[src/rtl/can_fq_pkg.sv]
package can_fq_pkg;
  typedef enum logic [1:0] {
    SC_NONE = 2'b00,
    SC_GND  = 2'b01,
    SC_VDD  = 2'b10,
    SC_VSUP = 2'b11
  } short_e;

  typedef struct packed {
    logic   rec_bad;
    short_e h;
    short_e l;
  } cyc_cls_t;
endpackage

[src/rtl/can_fq_window.sv]
module can_fq_window
  import can_fq_pkg::*;
(
  input  logic       clk,
  input  logic       rst_n,
  input  logic       tx_dom,
  input  logic       smp_stb,
  input  logic [1:0] canh_cmp,
  input  logic [1:0] canl_cmp,
  output logic       cyc_done,
  output cyc_cls_t   cyc_cls,
  output logic       rec_hit
);
  logic   tx_q, rec_ok, rec_bad, dom_ok;
  short_e dh_q, dl_q;
  logic   fall, any_bad, rec_smp, dom_smp;

  assign fall    = tx_q & ~tx_dom;
  assign any_bad = (canh_cmp != 2'b00) | (canl_cmp != 2'b00);
  assign rec_smp = smp_stb & ~tx_dom;
  assign dom_smp = smp_stb & tx_dom;

  assign cyc_done = fall & rec_ok & dom_ok;
  assign cyc_cls  = '{rec_bad: rec_bad, h: dh_q, l: dl_q};
  assign rec_hit  = rec_smp & any_bad;

  always_ff @(posedge clk or negedge rst_n) begin
    if (!rst_n) begin
      tx_q    <= 1'b0;
      rec_ok  <= 1'b0;
      rec_bad <= 1'b0;
      dom_ok  <= 1'b0;
      dh_q    <= SC_NONE;
      dl_q    <= SC_NONE;
    end else begin
      tx_q <= tx_dom;
      if (fall) begin
        rec_ok  <= rec_smp;
        rec_bad <= rec_hit;
        dom_ok  <= 1'b0;
      end else if (rec_smp) begin
        rec_ok  <= 1'b1;
        rec_bad <= rec_bad | any_bad;
      end
      if (dom_smp) begin
        dom_ok <= 1'b1;
        dh_q   <= short_e'(canh_cmp);
        dl_q   <= short_e'(canl_cmp);
      end
    end
  end
endmodule

[src/rtl/can_fq_confirm.sv]
module can_fq_confirm
  import can_fq_pkg::*;
#(
  parameter int N_CONFIRM = 5,
  parameter int N_CLEAN   = 5
) (
  input  logic       clk,
  input  logic       rst_n,
  input  logic       clr,
  input  logic       cyc_done,
  input  cyc_cls_t   cyc_cls,
  input  logic       rec_hit,
  output logic       bus_fault,
  output logic       fault_unid,
  output logic [1:0] canh_code,
  output logic [1:0] canl_code
);
  localparam int NMAX = (N_CONFIRM > N_CLEAN) ? N_CONFIRM : N_CLEAN;
  localparam int CW   = $clog2(NMAX + 1);

  logic          fault_q, unid_q, fault_n, unid_n;
  logic [1:0]    h_q, l_q, h_n, l_n;
  logic [CW-1:0] cnt_q, cnt_n, ccnt_q, ccnt_n;
  cyc_cls_t      prev_q, prev_n;
  logic          faulty, line_hit;

  assign faulty   = (cyc_cls != '0);
  assign line_hit = (cyc_cls.h != SC_NONE) | (cyc_cls.l != SC_NONE);

  always_comb begin
    fault_n = fault_q;
    unid_n  = unid_q;
    h_n     = h_q;
    l_n     = l_q;
    cnt_n   = cnt_q;
    ccnt_n  = ccnt_q;
    prev_n  = prev_q;
    if (cyc_done) begin
      if (faulty) begin
        ccnt_n = '0;
        if (cnt_q != '0 && cyc_cls == prev_q)
          cnt_n = (cnt_q == CW'(N_CONFIRM)) ? cnt_q : cnt_q + CW'(1);
        else
          cnt_n = CW'(1);
        prev_n  = cyc_cls;
        fault_n = 1'b1;
        if (cnt_n == CW'(N_CONFIRM) && line_hit) begin
          unid_n = 1'b0;
          h_n    = cyc_cls.h;
          l_n    = cyc_cls.l;
        end else begin
          unid_n = 1'b1;
        end
      end else begin
        cnt_n  = '0;
        prev_n = '0;
        if (fault_q) begin
          if (ccnt_q == CW'(N_CLEAN - 1)) begin
            fault_n = 1'b0;
            unid_n  = 1'b0;
            h_n     = 2'b00;
            l_n     = 2'b00;
            ccnt_n  = '0;
          end else begin
            ccnt_n = ccnt_q + CW'(1);
          end
        end
      end
    end
    if (rec_hit) begin
      if (!fault_n) unid_n = 1'b1;
      fault_n = 1'b1;
    end
    if (clr) begin
      fault_n = 1'b0;
      unid_n  = 1'b0;
      cnt_n   = '0;
      ccnt_n  = '0;
      prev_n  = '0;
    end
  end

  always_ff @(posedge clk or negedge rst_n) begin
    if (!rst_n) begin
      fault_q <= 1'b0;
      unid_q  <= 1'b0;
      h_q     <= 2'b00;
      l_q     <= 2'b00;
      cnt_q   <= '0;
      ccnt_q  <= '0;
      prev_q  <= '0;
    end else begin
      fault_q <= fault_n;
      unid_q  <= unid_n;
      h_q     <= h_n;
      l_q     <= l_n;
      cnt_q   <= cnt_n;
      ccnt_q  <= ccnt_n;
      prev_q  <= prev_n;
    end
  end

  assign bus_fault  = fault_q;
  assign fault_unid = unid_q;
  assign canh_code  = h_q;
  assign canl_code  = l_q;
endmodule

[src/rtl/can_bus_fault_qual.sv]
module can_bus_fault_qual
  import can_fq_pkg::*;
#(
  parameter int N_CONFIRM = 5,
  parameter int N_CLEAN   = 5
) (
  input  logic       clk,
  input  logic       rst_n,
  input  logic       clr,
  input  logic       tx_dom,
  input  logic       smp_stb,
  input  logic [1:0] canh_cmp,
  input  logic [1:0] canl_cmp,
  output logic       bus_fault,
  output logic       fault_unid,
  output logic [1:0] canh_code,
  output logic [1:0] canl_code
);
  logic     cyc_done, rec_hit;
  cyc_cls_t cyc_cls;

  can_fq_window u_win (
    .clk      (clk),
    .rst_n    (rst_n),
    .tx_dom   (tx_dom),
    .smp_stb  (smp_stb),
    .canh_cmp (canh_cmp),
    .canl_cmp (canl_cmp),
    .cyc_done (cyc_done),
    .cyc_cls  (cyc_cls),
    .rec_hit  (rec_hit)
  );

  can_fq_confirm #(
    .N_CONFIRM (N_CONFIRM),
    .N_CLEAN   (N_CLEAN)
  ) u_conf (
    .clk        (clk),
    .rst_n      (rst_n),
    .clr        (clr),
    .cyc_done   (cyc_done),
    .cyc_cls    (cyc_cls),
    .rec_hit    (rec_hit),
    .bus_fault  (bus_fault),
    .fault_unid (fault_unid),
    .canh_code  (canh_code),
    .canl_code  (canl_code)
  );
endmodule

[config.mk]
export PLATFORM = sky130hd
export DESIGN_NAME = can_bus_fault_qual
export DESIGN_NICKNAME = d
export VERILOG_FILES = /design/src/rtl/can_fq_pkg.sv /design/src/rtl/can_fq_window.sv /design/src/rtl/can_fq_confirm.sv /design/src/rtl/can_bus_fault_qual.sv
export SDC_FILE = /design/constraint.sdc
export NUM_CORES = 1
export LEC_CHECK = 0
export ABC_CLOCK_PERIOD_IN_PS = 2900
export BUFFER_PORTS_ARGS = -buffer_cell sky130_fd_sc_hd__buf_2
export CAP_MARGIN = 20
export CORE_AREA = 2 2 61 63
export CTS_CLUSTER_DIAMETER = 40
export DETAILED_ROUTE_END_ITERATION = 8
export DIE_AREA = 0 0 63 65
export HOLD_SLACK_MARGIN = 0.15
export PLACE_DENSITY = 0.59
export SKIP_LAST_GASP = 1
export SYNTH_ARGS = -nofsm -noshare
export SYNTH_HDL_FRONTEND = slang
export SYNTH_SLANG_ARGS = --single-unit
[constraint.sdc]
create_clock -name clk -period 2.9 [get_ports clk]
set_clock_uncertainty 0.1 [all_clocks]
set_input_delay 0 -clock clk [delete_from_list [all_inputs] [get_ports clk]]
set_output_delay 0 -clock clk [all_outputs]
set_load 0.05 [all_outputs]
==> impl_metrics.ini <==
[place]
hpwl_microns = 1890
io_buffers = 14
gp_congestion = 0.845
dpl_worst_slack_ns = 0.605

[clock_network]
cts_tree = yes
cts_max_path_buffers = 2
clk_root_buffer_cell = clkbuf_4
cts.htree.levels = 1
numCtsBuffers = 3
clkLatencyLatePin_ns = 0.32
path_clk_slew_ns = 0.14
cts.sinks = 25
cts_resized = 0

[timing]
layout_min_cycle_time_ns = 2.33
final-setup-viol-count = 0
worst_pin_slew_ns = 0.570
rsz0062_at_grt = false
post-route-period-util_pct = 80.3
slew_viol_final = 0
finalHoldWorstSlack_ns = 0.276
worst_slack_ns = 0.570
setup_total_negative_slack_ns = 0
fmax_mhz = 429
hold_viol_final = 0
relSlewSlack_pct = 61.7

[power_and_ir_drop]
power_density_nw_per_um2 = 419
p_leak_nw = 0.753
peakVddDrop_uv = 293

[floorplan]
rows = 22
pin_count = 15
die_area_sq_um = 4100
die_y_microns = 65
dieWidth_microns = 63
initial_core_util_pct = 38.1
core_sq_um = 3500

[cells_and_area]
syn_to_final_growth_pct = 22.8
final_common_cell = dfrtp_1
final_nets = 177
drive_gt1_share_pct = 20.4
fillCellCount = 352
mostFrequentLayoutCells = dfrtp_1, nand2_1, buf_2
seq_area_sq_um = 626
multi_input_area_sq_um = 668
antenna_cells = 0

[logic_synthesis]
syn_inst = 132
synth_cell_type_count = 35
avgSynthCellArea_sq_um = 10.1
syn-cell-area_sq_um = 1330
yosysSeqAreaShare_pct = 47.0
syn_nets = 146
synth-seq-cells = 25
ys_warn_count = 0

[setup_path]
crit_top_cell = inv_1
slowest_delay_ns = 0.51
crit_path_start = u_conf.cnt_q[0]$_DFFE_PN0P_
cp.arrival_ns = 2.45
critPathKind = flip-flop to flip-flop
cp_top_family = simple AND/OR/NAND/NOR gates
slowest_stage = nor3_1
end_kind = flip-flop
timing.rr.start = u_conf.cnt_q[0]$_DFFE_PN0P_
worstSetupStartpointType = flip-flop
r2r_setup_slack_ns = 0.57
crit_chain = inv_1 > ha_1 > inv_1 > o2111ai_1 > nor3_1 > nand4_1 > mux2_2
cp.required_ns = 3.02
ff2ff_path_depth = 7
crit_cells = 7
cp_num_buf_inv = 2
path_max_fanout = 7

[global_routing]
grt_usage_pct = 14.5
grt_pass1_vias = 1095
grt_first_pass_wirelength_microns = 4720
grt_start_max_net_pins = 26
antenna_found_initial = 0
grt_overflow_total = 0

[hold_path]
hold_path_depth = 2
hold_path.class = primary input to flip-flop
worstHoldStart = tx_dom

[routing]
drc = 0
antenna_left = 0
num_vias = 1075
firstDrtPassIters = 4
drt-initial-drc-count = 32
vias_per_cell = 5.12
wl_microns = 2760
wl_per_cell_microns = 13.2

[run_status]
outcome = complete, no violations

[job]
maxCapViolations = 0
## power by group
part | internal [mW] | switching (mW) | total (mW)
sequential | 0.370 | 0.0292 | 0.399
clock | 0.0516 | 0.106 | 0.157
combinational | 0.0629 | 0.0667 | 0.130
total | 0.484 | 0.202 | 0.686
## stage by stage
stage                     cells  power [mW]  util [%]  cell area [sq um]
after detailed placement    192       0.509      41.7               1460
after CTS                   210       0.686      46.8               1640
after global placement      192       0.507      41.7               1460
after floorplan             132       0.472         -               1330
final                       210       0.686      46.8               1640
after global routing        210       0.717      46.8               1640
## metal layers
metal	wire [microns]	track usage (%)	vias to the layer above
met5	0	0	-
met4	17	5.00	0
met3	42	1.56	2
met2	1370	25.7	6
met1	1330	18.3	543
li1	-	-	524
## registers in the layout (all words and copies together), names as in the netlist
name and flops:
u_win.rec_ok 1, u_conf.prev_q 5, u_conf.canh_code 2, u_win.dom_ok 1, u_conf.ccnt_q 3, u_win.dl_q 2
u_win.rec_bad 1, u_conf.fault_unid 1, u_win.dh_q 2, u_conf.cnt_q 3, u_conf.bus_fault 1, u_conf.canl_code 2
u_win.tx_q 1
## cell families (layout without fill, tap and decap cells)
kind of cell	Yosys count	count (layout)	share of synthesized area, %
fa+ha+maj	5	5	4.70
simple gates	49	49	20.0
xor+xnor	5	5	3.29
buf+inv	10	40	2.82
mux	12	12	9.87
flops	25	25	47.0
compound gates	26	26	12.3
## repair_timing
action	in CTS	in global routing
hold buffers	14	0
buffers inserted	0	0
endpoints found under the setup margin	0	0
hold endpoints to repair	46	0
## synthesized netlist by cell type
library cell | n | share of area (%)
a211o_1 | 1 | 0.66
a21o_1 | 1 | 0.56
a21oi_1 | 8 | 3.0
a221oi_1 | 1 | 0.66
a22oi_1 | 5 | 2.8
a32oi_1 | 1 | 0.66
and3_1 | 2 | 0.94
and3_4 | 1 | 0.85
and4b_1 | 1 | 0.75
clkbuf_1 | 3 | 0.85
dfrtp_1 | 25 | 47
ha_1 | 5 | 4.7
inv_1 | 7 | 2.0
mux2_2 | 9 | 7.6
mux2i_1 | 3 | 2.3
nand2_1 | 16 | 4.5
nand2b_1 | 2 | 0.94
nand3_1 | 1 | 0.38
nand3b_1 | 1 | 0.56
nand4_1 | 2 | 0.94
nand4b_1 | 1 | 0.66
nor2_1 | 11 | 3.1
nor2b_1 | 4 | 1.9
nor3_1 | 3 | 1.1
nor4_1 | 1 | 0.47
nor4_4 | 1 | 1.6
o2111ai_1 | 1 | 0.66
o21ai_0 | 5 | 1.9
o21ai_1 | 1 | 0.38
o22ai_1 | 1 | 0.47
o31ai_1 | 1 | 0.56
or2_2 | 1 | 0.47
or4_4 | 1 | 0.85
xnor2_1 | 3 | 2.0
xor2_1 | 2 | 1.3
## area by class of cell
cell class | instances | area share [%]
clock inverters | 1 | 0.306
repair buffers | 29 | 13.9
multi-input cells | 97 | 40.9
flip-flops and latches | 25 | 38.3
well taps | 48 | 3.67
clock buffers | 3 | 1.38
inverters | 7 | 1.61
## final timing paths
kind	endpoint
max in group asynchronous	u_conf.ccnt_q[1]$_DFFE_PN0P_
setup / recovery	u_conf.canl_code[0]$_DFFE_PN0P_
setup reg to reg	u_conf.canl_code[0]$_DFFE_PN0P_
hold / removal	u_win.tx_q$_DFF_PN0_
min in group asynchronous	u_conf.prev_q[0]$_DFFE_PN0P_
hold reg to reg	u_win.dom_ok$_DFFE_PN0P_
No activity file was read; power rests on OpenSTA's default activity.
